$ cat src/rtl/burst_pwm_pkg.sv
package burst_pwm_pkg;

  typedef enum logic [1:0] {
    DIV_1 = 2'd0,
    DIV_2 = 2'd1,
    DIV_4 = 2'd2,
    DIV_8 = 2'd3
  } div_sel_e;

  localparam int unsigned DIV_W = 3;

  function automatic logic [DIV_W-1:0] div_mask(div_sel_e sel);
    logic [DIV_W-1:0] m;
    m = '0;
    for (int i = 0; i < DIV_W; i++) begin
      if (i < int'(sel)) m[i] = 1'b1;
    end
    return m;
  endfunction

endpackage

$ cat src/rtl/burst_pwm_prescaler.sv
module burst_pwm_prescaler
  import burst_pwm_pkg::*;
(
  input  logic     clk_i,
  input  logic     rst_ni,
  input  logic     adv_i,
  input  logic     clr_i,
  input  div_sel_e sel_i,
  output logic     tick_o
);

  logic [DIV_W-1:0] div_q;
  logic [DIV_W-1:0] mask;

  assign mask   = div_mask(sel_i);
  assign tick_o = adv_i && ((div_q & mask) == mask);

  always_ff @(posedge clk_i or negedge rst_ni) begin
    if (!rst_ni)                div_q <= '0;
    else if (!adv_i || clr_i)   div_q <= '0;
    else                        div_q <= div_q + 1'b1;
  end

endmodule

$ cat src/rtl/burst_pwm_timer.sv
module burst_pwm_timer #(
  parameter int unsigned CNT_W = 16
) (
  input  logic             clk_i,
  input  logic             rst_ni,
  input  logic             adv_i,
  input  logic             tick_i,
  input  logic [CNT_W-1:0] period_i,
  output logic [CNT_W-1:0] cnt_o,
  output logic [CNT_W-1:0] cnt_nxt_o,
  output logic             wrap_o
);

  logic [CNT_W-1:0] cnt_q;

  assign wrap_o = adv_i && tick_i && (cnt_q >= period_i);

  always_comb begin
    if (!adv_i)       cnt_nxt_o = '0;
    else if (wrap_o)  cnt_nxt_o = '0;
    else if (tick_i)  cnt_nxt_o = cnt_q + 1'b1;
    else              cnt_nxt_o = cnt_q;
  end

  always_ff @(posedge clk_i or negedge rst_ni) begin
    if (!rst_ni) cnt_q <= '0;
    else         cnt_q <= cnt_nxt_o;
  end

  assign cnt_o = cnt_q;

endmodule

$ cat src/rtl/burst_pwm_cycler.sv
module burst_pwm_cycler #(
  parameter int unsigned CYC_W = 16
) (
  input  logic             clk_i,
  input  logic             rst_ni,
  input  logic             adv_i,
  input  logic             wrap_i,
  input  logic [CYC_W-1:0] long_len_i,
  output logic [CYC_W-1:0] cyc_o,
  output logic [CYC_W-1:0] cyc_nxt_o,
  output logic             long_end_o
);

  logic [CYC_W-1:0] cyc_q;
  logic [CYC_W:0]   cyc_inc;
  logic             last;

  assign cyc_inc    = {1'b0, cyc_q} + 1'b1;
  // long_len of 0 behaves as 1
  assign last       = cyc_inc >= {1'b0, long_len_i};
  assign long_end_o = wrap_i && last;

  always_comb begin
    if (!adv_i)          cyc_nxt_o = '0;
    else if (long_end_o) cyc_nxt_o = '0;
    else if (wrap_i)     cyc_nxt_o = cyc_inc[CYC_W-1:0];
    else                 cyc_nxt_o = cyc_q;
  end

  always_ff @(posedge clk_i or negedge rst_ni) begin
    if (!rst_ni) cyc_q <= '0;
    else         cyc_q <= cyc_nxt_o;
  end

  assign cyc_o = cyc_q;

endmodule

$ cat src/rtl/burst_pwm_gen.sv
module burst_pwm_gen
  import burst_pwm_pkg::*;
#(
  parameter int unsigned CNT_W = 16,
  parameter int unsigned CYC_W = 16
) (
  input  logic             clk_i,
  input  logic             rst_ni,
  input  logic             en_i,
  input  logic [1:0]       div_sel_i,
  input  logic [CNT_W-1:0] period_i,
  input  logic [CNT_W-1:0] duty_i,
  input  logic [CYC_W-1:0] burst_len_i,
  input  logic [CYC_W-1:0] long_len_i,
  output logic             pwm_o,
  output logic             cycle_end_o
);

  logic             run_q;
  logic             adv;
  logic             tick;
  logic             wrap;
  logic             long_end;
  logic             load_cfg;

  div_sel_e         sel_q,    sel_d;
  logic [CNT_W-1:0] period_q, period_d;
  logic [CNT_W-1:0] duty_q,   duty_d;
  logic [CYC_W-1:0] burst_q,  burst_d;
  logic [CYC_W-1:0] long_q,   long_d;

  logic [CNT_W-1:0] cnt_q, cnt_nxt;
  logic [CYC_W-1:0] cyc_q, cyc_nxt;
  logic             pwm_q, pwm_d;
  logic             ce_q;

  assign adv      = run_q && en_i;
  assign load_cfg = !run_q || long_end;

  // shadow configuration
  always_comb begin
    sel_d    = load_cfg ? div_sel_e'(div_sel_i) : sel_q;
    period_d = load_cfg ? period_i    : period_q;
    duty_d   = load_cfg ? duty_i      : duty_q;
    burst_d  = load_cfg ? burst_len_i : burst_q;
    long_d   = load_cfg ? long_len_i  : long_q;
  end

  always_ff @(posedge clk_i or negedge rst_ni) begin
    if (!rst_ni) begin
      sel_q    <= DIV_1;
      period_q <= '0;
      duty_q   <= '0;
      burst_q  <= '0;
      long_q   <= '0;
    end else begin
      sel_q    <= sel_d;
      period_q <= period_d;
      duty_q   <= duty_d;
      burst_q  <= burst_d;
      long_q   <= long_d;
    end
  end

  burst_pwm_prescaler u_presc (
    .clk_i  (clk_i),
    .rst_ni (rst_ni),
    .adv_i  (adv),
    .clr_i  (long_end),
    .sel_i  (sel_q),
    .tick_o (tick)
  );

  burst_pwm_timer #(.CNT_W(CNT_W)) u_timer (
    .clk_i     (clk_i),
    .rst_ni    (rst_ni),
    .adv_i     (adv),
    .tick_i    (tick),
    .period_i  (period_q),
    .cnt_o     (cnt_q),
    .cnt_nxt_o (cnt_nxt),
    .wrap_o    (wrap)
  );

  burst_pwm_cycler #(.CYC_W(CYC_W)) u_cycler (
    .clk_i      (clk_i),
    .rst_ni     (rst_ni),
    .adv_i      (adv),
    .wrap_i     (wrap),
    .long_len_i (long_q),
    .cyc_o      (cyc_q),
    .cyc_nxt_o  (cyc_nxt),
    .long_end_o (long_end)
  );

  // output registered against next state; burst gate only moves at wrap (count 0)
  assign pwm_d = en_i && (cyc_nxt < burst_d) && (cnt_nxt < duty_d);

  always_ff @(posedge clk_i or negedge rst_ni) begin
    if (!rst_ni) begin
      run_q <= 1'b0;
      pwm_q <= 1'b0;
      ce_q  <= 1'b0;
    end else begin
      run_q <= en_i;
      pwm_q <= pwm_d;
      ce_q  <= wrap;
    end
  end

  assign pwm_o       = pwm_q;
  assign cycle_end_o = ce_q;

endmodule

$ cat config.mk
export PLATFORM = sky130hd
export DESIGN_NAME = burst_pwm_gen
export DESIGN_NICKNAME = d
export VERILOG_FILES = /design/src/rtl/burst_pwm_pkg.sv /design/src/rtl/burst_pwm_prescaler.sv /design/src/rtl/burst_pwm_timer.sv /design/src/rtl/burst_pwm_cycler.sv /design/src/rtl/burst_pwm_gen.sv
export SDC_FILE = /design/constraint.sdc
export NUM_CORES = 1
export LEC_CHECK = 0
export BUFFER_PORTS_ARGS = -buffer_cell sky130_fd_sc_hd__clkbuf_2
export CAP_MARGIN = 0
export CORE_MARGIN = 1
export CORE_UTILIZATION = 64
export DETAILED_ROUTE_END_ITERATION = 12
export MAX_ROUTING_LAYER = met4
export PLACE_DENSITY = 0.86
export SLEW_MARGIN = 0
export SYNTH_ARGS = -nofsm -noshare
export SYNTH_HDL_FRONTEND = slang
export SYNTH_HIERARCHICAL = 1
export SYNTH_SLANG_ARGS = --single-unit
$ cat constraint.sdc
create_clock -name clk_i -period 6.44 [get_ports clk_i]
set_clock_uncertainty 0.05 [all_clocks]
set_input_delay 0.644 -clock clk_i [delete_from_list [all_inputs] [get_ports clk_i]]
set_output_delay 0.644 -clock clk_i [all_outputs]
set_load 0.05 [all_outputs]
==> impl_metrics.json <==
{
  "critPathMaxFanout": 34,
  "vias_per_cell": 5.58,
  "crit-reg2reg-launch": "u_timer/cnt_o[0]",
  "endpoint": "pwm_o",
  "multi_input_area_mm2": 0.00325,
  "wirelength_um": 12700,
  "rsz0062_at_grt": "false",
  "grt_start_max_net_pins": 68,
  "antennaDiodeCount": 0,
  "gp_congestion": 0.922,
  "initial_core_util_pct": 66.7,
  "hold_viol": 0,
  "max_freq_mhz": 181,
  "p_clk_share_pct": 30.0,
  "synth_edf_count": 0,
  "post-place-cells": 772,
  "grtUsageTotal_pct": 28.1,
  "htreeDepth": 3,
  "ys_seq_area_share_pct": 41.9,
  "drt-wirelength-per-cell_um": 16.1,
  "final_nets": 788,
  "maxCapViolations": 0,
  "maxSlewHeadroom_pct": 26.8,
  "drive_gt1_share_pct": 24.6,
  "drcViolationCount": 0,
  "yosys-top-cells-area": "dfrtp_1, ha_1, mux2_2",
  "io_buffers": 70,
  "core_area_mm2": 0.00933,
  "synth_top_cell_area_share_pct": 41.9,
  "fillerInstances": 647,
  "r2r_end": "pwm_o",
  "holdBufCountCts": 0,
  "die-area_mm2": 0.0101,
  "power_frac_seq_pct": 56.2,
  "dr.pass1.iters": 4,
  "final_util_pct": 73.4,
  "drtIter0Drc": 252,
  "critical_path_arrival_ns": 5.75,
  "final_area_mm2": 0.00685,
  "die_y_um": 101,
  "clk_latency_ns": 0.37,
  "critPathKind": "flop to flop",
  "clockBufferDepth": 2,
  "row_count": 35,
  "ys_ff_latch": 104,
  "gr-total-overflow": 0,
  "boundaryPins": 71,
  "dp_hpwl_um": 9730,
  "grt_antenna_before_repair": 0,
  "grt_pass1_wl_um": 21200,
  "syn_avg_cell_area_um2": 10.7,
  "cts_sinks": 104,
  "period_needed_ns": 5.53,
  "tightest_slew_ns": 1.10,
  "worstPathRequired_ns": 6.66,
  "end_kind": "flop",
  "leakage_nw": 3.56,
  "worst_slack_ns": 0.906,
  "hp-class": "primary input to async pin",
  "synth_ff_type": "dfrtp_1",
  "synth_warnings": 6,
  "syn_nets": 715,
  "instances_no_fill": 788,
  "netSwitchingPower_w": 0.000348,
  "tritoncts": "yes",
  "tns_ns": 0,
  "final_cell_mix": "dfrtp_1, clkbuf_2, inv_1",
  "pwr-share-comb_pct": 13.8,
  "rr_worst_depth": 21,
  "synth_cell_types": 60,
  "path_clk_slew_ns": 0.10,
  "regArea_mm2": 0.00260,
  "cts-resized-gates": 0,
  "netlist_instances": 581,
  "vias": 4397,
  "period_share_pct": 85.9,
  "synthArstFlopShare_pct": 100,
  "grt_pass1_vias": 4460,
  "p_sw_share_pct": 27.4,
  "synth_top_area_cell": "dfrtp_1",
  "power_density_mw_per_mm2": 185,
  "power.internal_w": 0.000921,
  "numCtsBuffers": 9,
  "startpoint_type": "flop",
  "drt.antenna.violating_nets": 0,
  "final_common_cell": "dfrtp_1",
  "peakVddDrop_v": 0.000108,
  "post-place-ws_ns": 0.882,
  "crit_start": "u_timer/cnt_o[0]",
  "setup_viol_count_final": 0,
  "die_w_um": 101,
  "area_growth_pct": 10.1,
  "placed_area_mm2": 0.00667,
  "cts-root-buf": "clkbuf_8",
  "cts_setup_buffers": 0,
  "synth_area_mm2": 0.00622,
  "status": "finished clean",
  "r2r_slack_ns": 0.91,
  "slew_violations": 0
}
-- worst min path at each step --
| stage | from | endpoint | slack (ns) | cells past startpoint |
|---|---|---|---|---|
| 6_report | rst_ni | long_q[8] | 0.18 | 1 |
| 4_1_cts | rst_ni | long_q[8] | 0.19 | 1 |
| 5_1_grt | rst_ni | long_q[9] | 0.21 | 1 |
| 3_3_place_gp | u_presc/div_q[0] | u_presc/div_q[0] | 0.41 | 1 |
| 2_1_floorplan | rst_ni | burst_q[0] | 0.30 | 0 |
| 3_5_place_dp | burst_q[11] | burst_q[11] | 0.43 | 2 |
-- critical path, cell delays in order, from the launching register on --
cell	delay [ns]
dfrtp_1	0.44
inv_1	0.06
ha_1	0.26
nand2b_4	0.13
a2111o_1	0.42
a32oi_2	0.30
a31oi_1	0.15
buf_4	0.22
nand3_1	0.08
nor2_1	0.05
nand4_1	0.09
a21oi_1	0.06
or2_2	0.32
nor2b_4	0.86
buf_4	0.44
mux2i_1	0.28
ha_1	0.27
a21o_1	0.16
a21o_1	0.17
a221oi_1	0.28
o32ai_1	0.14
nor4_2	0.18
-- layer usage --
layer	GRT usage [%]	vias up	routed length (um)
li1	-	2150	-
met1	36.0	2117	5660
met2	46.5	110	6320
met3	3.68	20	494
met4	8.92	0	229
met5	-	-	0
-- power by group through the flow --
| stage | clock, W | sequential, W | combinational [W] |
|---|---|---|---|
| floorplan | 0 | 0.000721 | 0.000115 |
| global placement | 0 | 0.000724 | 0.000165 |
| detailed placement | 0 | 0.000727 | 0.000176 |
| CTS | 0.000390 | 0.000714 | 0.000177 |
| global route | 0.000416 | 0.000718 | 0.000197 |
| finish | 0.000381 | 0.000713 | 0.000175 |
-- per-stage QoR --
stage,total power [W],hold slack [ns]
after floorplan,0.000836,0.298
after global placement,0.000889,0.413
after detailed placement,0.000902,0.430
after CTS,0.00128,0.191
after global routing,0.00133,0.214
final,0.00127,0.185
-- cell usage after synthesis (all sizes together), types with 2 or more instances --
master,instances
clkbuf,2
nor2b,4
dfrtp,104
nor4,4
nand2,41
nor4b,4
buf,12
nand4,18
o21a,3
inv,67
a21o,5
and4,4
a21oi,22
a221oi,2
xnor2,17
xor2,27
mux2i,26
a211oi,2
mux2,42
and2,4
nand3,17
and3,4
a31oi,2
nor2,37
ha,65
nand2b,4
o21ai,9
nor3,20
-- registers in the layout (all words and copies together) (netlist names), 2 cells and up --
name            count
long_q             16
u_presc/div_q       3
burst_q            16
u_timer/cnt_o      16
duty_q             16
period_q           16
sel_q               2
u_cycler/cyc_o     16
-- logic make-up (layout without fill, tap and decap cells) --
| group | after synthesis | after routing | share of synthesized area [%] |
|---|---|---|---|
| adder cells (fa/ha/maj) | 65 | 65 | 13.1 |
| AO/OA/AOI/OAI | 53 | 53 | 6.26 |
| multiplexers | 68 | 68 | 11.9 |
| buffers and inverters | 82 | 160 | 5.83 |
| AND/OR/NAND/NOR | 165 | 165 | 14.9 |
| XOR/XNOR | 44 | 44 | 6.20 |
| flip-flops | 104 | 104 | 41.9 |
-- area by class of cell --
cell class / instances / area share, %
clock inverters: 6 / 0.695
repair buffers: 76 / 5.81
multi-input cells: 395 / 47.5
inverters: 68 / 3.73
well taps: 129 / 2.36
flip-flops and latches: 104 / 38.0
clock buffers: 10 / 1.86
No activity file was read; power rests on OpenSTA's default activity.
